File: src/rtl/fpg_pkg.sv
package fpg_pkg;
  localparam int unsigned SYNC_STAGES = 2;
  localparam int unsigned FILT_TAPS   = 4;

  typedef enum logic { EDGE_FALL = 1'b0, EDGE_RISE = 1'b1 } edge_sel_e;
endpackage

File: src/rtl/fpg_sync.sv
module fpg_sync #(
  parameter int unsigned STAGES = fpg_pkg::SYNC_STAGES
) (
  input  logic clk,
  input  logic rst_n,
  input  logic d,
  output logic q
);
  logic [STAGES-1:0] chain;

  generate
    if (STAGES == 1) begin : g_one
      always_ff @(posedge clk or negedge rst_n)
        if (!rst_n) chain <= '0;
        else        chain <= d;
    end else begin : g_many
      always_ff @(posedge clk or negedge rst_n)
        if (!rst_n) chain <= '0;
        else        chain <= {chain[STAGES-2:0], d};
    end
  endgenerate

  assign q = chain[STAGES-1];
endmodule

File: src/rtl/fpg_filter.sv
module fpg_filter #(
  parameter int unsigned TAPS = fpg_pkg::FILT_TAPS
) (
  input  logic clk,
  input  logic rst_n,
  input  logic d,
  output logic q
);
  logic [TAPS-1:0] hist;
  logic            held;
  logic            agree_hi, agree_lo;

  always_ff @(posedge clk or negedge rst_n)
    if (!rst_n) hist <= '0;
    else        hist <= {hist[TAPS-2:0], d};

  assign agree_hi = &hist;
  assign agree_lo = ~|hist;

  always_comb begin
    if (agree_hi)      q = 1'b1;
    else if (agree_lo) q = 1'b0;
    else               q = held;
  end

  always_ff @(posedge clk or negedge rst_n)
    if (!rst_n) held <= 1'b0;
    else        held <= q;
endmodule

File: src/rtl/fpg_edge.sv
module fpg_edge
  import fpg_pkg::*;
(
  input  logic      clk,
  input  logic      rst_n,
  input  logic      sig,
  input  edge_sel_e pol,
  input  logic      arm,
  output logic      evt
);
  logic prev;

  always_ff @(posedge clk or negedge rst_n)
    if (!rst_n) prev <= 1'b0;
    else        prev <= sig;

  always_comb begin
    unique case (pol)
      EDGE_RISE: evt = arm &  sig & ~prev;
      default:   evt = arm & ~sig &  prev;
    endcase
  end
endmodule

File: src/rtl/pwm_fault_guard.sv
module pwm_fault_guard
  import fpg_pkg::*;
#(
  parameter int unsigned SYNC_N = SYNC_STAGES,
  parameter int unsigned TAPS   = FILT_TAPS
) (
  input  logic clk,
  input  logic rst_n,
  input  logic fault_pin,
  input  logic prot_en,
  input  logic filt_en,
  input  logic edge_rise,
  input  logic irq_en,
  input  logic flag_clr,
  output logic fault_flag,
  output logic fault_irq,
  output logic pwm_kill
);
  logic pin_sync;
  logic pin_filt;
  logic det_in;
  logic fault_evt;
  edge_sel_e pol;

  fpg_sync #(.STAGES(SYNC_N)) u_sync (
    .clk(clk), .rst_n(rst_n), .d(fault_pin), .q(pin_sync)
  );

  fpg_filter #(.TAPS(TAPS)) u_filt (
    .clk(clk), .rst_n(rst_n), .d(pin_sync), .q(pin_filt)
  );

  assign det_in = filt_en ? pin_filt : pin_sync;
  assign pol    = edge_sel_e'(edge_rise);

  fpg_edge u_edge (
    .clk(clk), .rst_n(rst_n), .sig(det_in), .pol(pol),
    .arm(prot_en), .evt(fault_evt)
  );

  // set has priority over software clear
  always_ff @(posedge clk or negedge rst_n)
    if (!rst_n)         fault_flag <= 1'b0;
    else if (fault_evt) fault_flag <= 1'b1;
    else if (flag_clr)  fault_flag <= 1'b0;

  assign fault_irq = fault_flag & irq_en;
  assign pwm_kill  = fault_flag & prot_en;
endmodule

File: config.mk
export PLATFORM = sky130hd
export DESIGN_NAME = pwm_fault_guard
export DESIGN_NICKNAME = d
export VERILOG_FILES = /design/src/rtl/fpg_pkg.sv /design/src/rtl/fpg_sync.sv /design/src/rtl/fpg_filter.sv /design/src/rtl/fpg_edge.sv /design/src/rtl/pwm_fault_guard.sv
export SDC_FILE = /design/constraint.sdc
export NUM_CORES = 1
export LEC_CHECK = 0
export ABC_CLOCK_PERIOD_IN_PS = 1180
export BUFFER_PORTS_ARGS = -buffer_cell sky130_fd_sc_hd__buf_2
export CORE_AREA = 2 2 39 41
export DETAILED_ROUTE_END_ITERATION = 10
export DIE_AREA = 0 0 41 43
export GPL_TIMING_DRIVEN = 0
export MAX_ROUTING_LAYER = met4
export PLACE_DENSITY_LB_ADDON = 0.08
export SLEW_MARGIN = 10
export SYNTH_ARGS = -nofsm -noshare
export SYNTH_HDL_FRONTEND = slang
export SYNTH_SLANG_ARGS = --single-unit
File: constraint.sdc
create_clock -name clk -period 1.18 [get_ports clk]
set_input_delay 0.236 -clock clk [delete_from_list [all_inputs] [get_ports clk]]
set_output_delay 0.236 -clock clk [all_outputs]
set_load 0.005 [all_outputs]
Word level (Yosys, flattened, before mapping)
Cells that the tools add are included.
Storage, ports and cells
  flip-flop bits (word level): 9
  bits of input ports: 8
  memory bits (writable): 0
  output and inout port bits: 3
  memories: 0
  memory bits (read-only): 0
  bits in latches: 0
Operators by class
  reduce and logical (&&, ||, !) cells: 3
  multiply operators: 0
  bitwise operators: 8
  eq/ne operators: 0
  magnitude comparators: 0
  divide/modulo/power cells: 0
  add/sub/neg operators: 0
  multiplexer cells: 6
  shifts and indexed selects: 0
Operators by type and width (number)
  bitwise AND 1 bit: 6
  2-to-1 mux 1 bit: 6
  AND reduction 4 bit: 1
  OR reduction 4 bit: 1
  inverter 1 bit: 2
  nonzero test 2 bit: 1

Logic depth before layout (Yosys ltp)
  depth after elaboration: 9
  depth in mapped cells: 3
  gate-level depth less buffers: 3

Hierarchy
A second synthesis with hierarchy kept.
Unflattened totals
  cells, all modules: 20
  area total of the unflattened synthesis: 314.1 um^2
Modules (own cells, without submodules)
  fpg_filter: times used 1, seq. area each 125.1 um^2, area an instance 151.4 um^2, cells an instance 8
  pwm_fault_guard: times used 1, seq. area each 25.0 um^2, area an instance 63.8 um^2, cells an instance 6
  fpg_sync: times used 1, seq. area each 50.0 um^2, area an instance 50.0 um^2, cells an instance 2
  fpg_edge: times used 1, seq. area each 25.0 um^2, area an instance 48.8 um^2, cells an instance 4

Worst setup path before layout
Ideal clock, no wire load.
  path type: reg-to-reg
  from: reg u_filt.hist[2]
  to: reg fault_flag
  period minus slack after synthesis: 1.160 ns
  setup slack: 0.020 ns
  arrival time: 1.080 ns
  cell stages (with the launch flop): 4
  path buffers: 0
  cell sequence: dfrtp_1 a31oi_1 or4_1 o211ai_2
Between the ends
  longest elaborated chain between the ends: 9
  elaborated cells on any way between the ends: 13
RTL lines
  start: declaration: line fpg_filter.sv:9  | logic [TAPS-1:0] hist;
  start signal: assignment: line fpg_filter.sv:15  | else hist <= {hist[TAPS-2:0], d};
  OR reduction 4 bit: line fpg_filter.sv:18  | assign agree_lo = ~|hist;
  2-to-1 mux 1 bit: line fpg_filter.sv:22  | else if (agree_lo) q = 1'b0;
  2-to-1 mux 1 bit *: line fpg_filter.sv:21  | if (agree_hi) q = 1'b1;
  2-to-1 mux 1 bit *: line pwm_fault_guard.sv:33  | assign det_in = filt_en ? pin_filt : pin_sync;
  inverter 1 bit: line fpg_edge.sv:20  | default: evt = arm & ~sig & prev;
  bitwise AND 1 bit (2 in a row): line fpg_edge.sv:20
  2-to-1 mux 1 bit *: line fpg_edge.sv:18  | unique case (pol)
  2-to-1 mux 1 bit or nonzero test 2 bit (tied branches)
  end signal: assignment: line pwm_fault_guard.sv:43  | if (!rst_n) fault_flag <= 1'b0;
  end signal: assignment: line pwm_fault_guard.sv:44  | else if (fault_evt) fault_flag <= 1'b1;
  end signal: assignment: line pwm_fault_guard.sv:45  | else if (flag_clr) fault_flag <= 1'b0;
  end: declaration: line pwm_fault_guard.sv:15  | output logic fault_flag,
Mark *: on every way between the ends. The rest lies on a longest branch, timed or not.
A chain may end at the register's enable or synchronous reset.

Final worst setup path
Same ends and word-level chain as after synthesis.

==> flow_metrics.tcl <==
set metrics [dict create \
    status "finished with violations" \
    violations "negative setup slack" \
    worst-slew-pin-transition_ps 311.5 \
    cts_tree "yes" \
    maxSlewViolCount 0 \
    layout_commonest_cell "buf_2" \
    synthCells 27 \
    antenna_found_initial 0 \
    drc 0 \
    place_inst 53 \
    grt_pass1_vias 285 \
    synthToLayoutAreaGrowth_pct 44.96 \
    hpwl_um 534.9 \
    drt_wl_total_um 776 \
    clkSinkCount 9 \
    path_class "reg -> reg" \
    cp.required_ps 1350 \
    syn_nets 35 \
    routedWlPerCell_um 12.32 \
    synthDistinctLibCells 16 \
    drive_gt1_frac 0.4468 \
    post-route-min-period_ps 1253 \
    antenna_cells 0 \
    grt_max_degree 10 \
    grt_use_total 0.1086 \
    initial_core_util 0.2514 \
    fin_nets 56 \
    detail-route-antenna-nets 0 \
    clockBufferDepth 2 \
    rows 14 \
    cts_max_level 1 \
    die_h_um 43 \
    crit_arrival_ps 1420 \
    hold_viol_final 0 \
    peakVddDrop_mv 0.6666 \
    slew_headroom 0.7906 \
    yosys.area_share.simple 0.2014 \
    fin_crit_sh 1.061 \
    clock_latency_ps 250 \
    grt_pass1_wl_um 1124 \
    power_density_mw_per_mm2 1318 \
    drt_iter0_drc 4 \
    core_mm2 0.001384 \
    fin_hold_ws_ps 93.85 \
    port_buffers 10 \
    synth_mux_area_frac 0 \
    numCtsBuffers 3 \
    path_clk_slew_ps 60 \
    synth_top_family_by_area "simple AND/OR/NAND/NOR gates" \
    synthXorXnorAreaFrac 0 \
    min_path_type "in -> reg" \
    startpoint_type "register" \
    fin_ws_ps -72.50 \
    setup_viol 1 \
    drt_pre_antenna_iters 4 \
    synthAdderAreaFrac 0 \
    io_pins 11 \
    drv_cap 0 \
    yosys_warnings 0 \
    final_cells 63 \
    clock_skew_ps 3.495 \
    rsz0062_at_grt "yes" \
    layout_common_cells "10 x buf_2, 9 x dfrtp_1, 5 x buf_4, 3 x clkbuf_4" \
    max_freq_ghz 0.7984 \
    yosysSeqAreaShare 0.6475 \
    cts_root_buf "clkbuf_4" \
    overflow 0 \
    gp_congestion 0.7446 \
    via_per_inst 4.762 \
    synth_compound_area_frac 0.1403 \
    vias 300 \
    die_w_um 41 \
    leakagePower_nw 0.2314 \
    syn_area_um2 347.8 \
    die_area_mm2 0.001763 \
    worstSetupEndpointType "register" \
    ys_seq_elements 9 \
    postSynthAreaPerCell_um2 12.88 \
    cp_max_fo 3 \
]
## power by group
part	switching, W	internal (W)
combinational	0.0000385	0.0000521
sequential	0.0000182	0.000331
clock	0.0000955	0.000130
total	0.000152	0.000512
## cells in the mapped netlist, drive strengths merged
cell type  instances  area (um^2)
a21oi              1        5.000
nand2b             1        6.260
nor3               1        5.000
dfrtp              9        225.2
o31ai              2        15.01
nor4bb             1        10.01
nand4b             1        8.760
o21ai              2        10.01
or4                1        7.510
nor4               1        6.260
nand3b             1        7.510
a31oi              1        6.260
and2               2        12.51
inv                1        3.750
o211ai             1        12.51
nor2b              1        6.260
## cell type report
class	count	area (um^2)
Clock buffer	4	26.28
Sequential cell	9	225.2
Timing Repair Buffer	16	97.59
Fill cell	142	879.6
Tap cell	16	20.02
Inverter	1	3.754
Multi-Input combinational cell	17	131.4
## layer usage
metal / global-route usage / up-vias / share of wire / wire length (um)
li1: - / 143 / - / -
met1: 0.1044 / 142 / 0.42 / 323
met2: 0.1469 / 11 / 0.49 / 383
met3: 0.03141 / 4 / 0.052 / 40
met4: 0.1333 / 0 / 0.037 / 29
met5: - / - / 0 / 0
## final timing paths
check                                          startpoint                   endpoint  slack, ps  cells past startpoint
worst min-delay path                            fault_pin  u_sync.chain[0]$_DFF_PN0_         90                      1
min in group asynchronous                           rst_n   u_filt.hist[2]$_DFF_PN0_        360                      2
worst max-delay path             u_filt.hist[2]$_DFF_PN0_     fault_flag$_DFFE_PN0P_        -70                      4
worst min register to register  u_sync.chain[0]$_DFF_PN0_  u_sync.chain[1]$_DFF_PN0_        350                      0
worst max register to register   u_filt.hist[2]$_DFF_PN0_     fault_flag$_DFFE_PN0P_        -70                      4
max in group asynchronous                           rst_n   u_filt.hist[1]$_DFF_PN0_        650                      2
## kinds of logic after synthesis
logic type | Yosys count
and+or+nand+nor | 10
buffers and inverters | 1
DFF | 9
AOI/OAI and AO/OA | 7
## flip-flops by register name, summed over array words and instances (netlist names)
register      count
u_sync.chain      2
u_edge.prev       1
u_filt.hist       4
u_filt.held       1
fault_flag        1
## worst max-delay path, stage by stage, from the launching register on
cell      delay, ps
dfrtp_1         400
buf_4           130
nor4_2           40
or4_1           520
o211ai_2         80
## timing repair
item                                   4_1_cts  5_1_grt
resized for setup                            2        1
setup endpoints to repair                    1        3
setup buffers                                4        1
pin swaps                                    1        2
hold buffers                                 1        0
endpoints found under the hold margin        9        0
## stage by stage
step | total power [W] | utilization | setup WS, ps | instance area (um^2) | setup TNS [ps]
global placement | 0.0004206 | 0.3020 | -82.45 | 417.9 | -82.45
finish | 0.0006646 | 0.3644 | -72.50 | 504.2 | -72.50
floorplan | 0.0003839 | - | 19.95 | 347.8 | 0
CTS | 0.0006779 | 0.3590 | -44.56 | 496.7 | -44.56
global route | 0.0007137 | 0.3644 | -93.14 | 504.2 | -93.14
detailed placement | 0.0004233 | 0.3020 | -77.21 | 417.9 | -77.21
Power figures use the tool's default switching activity.
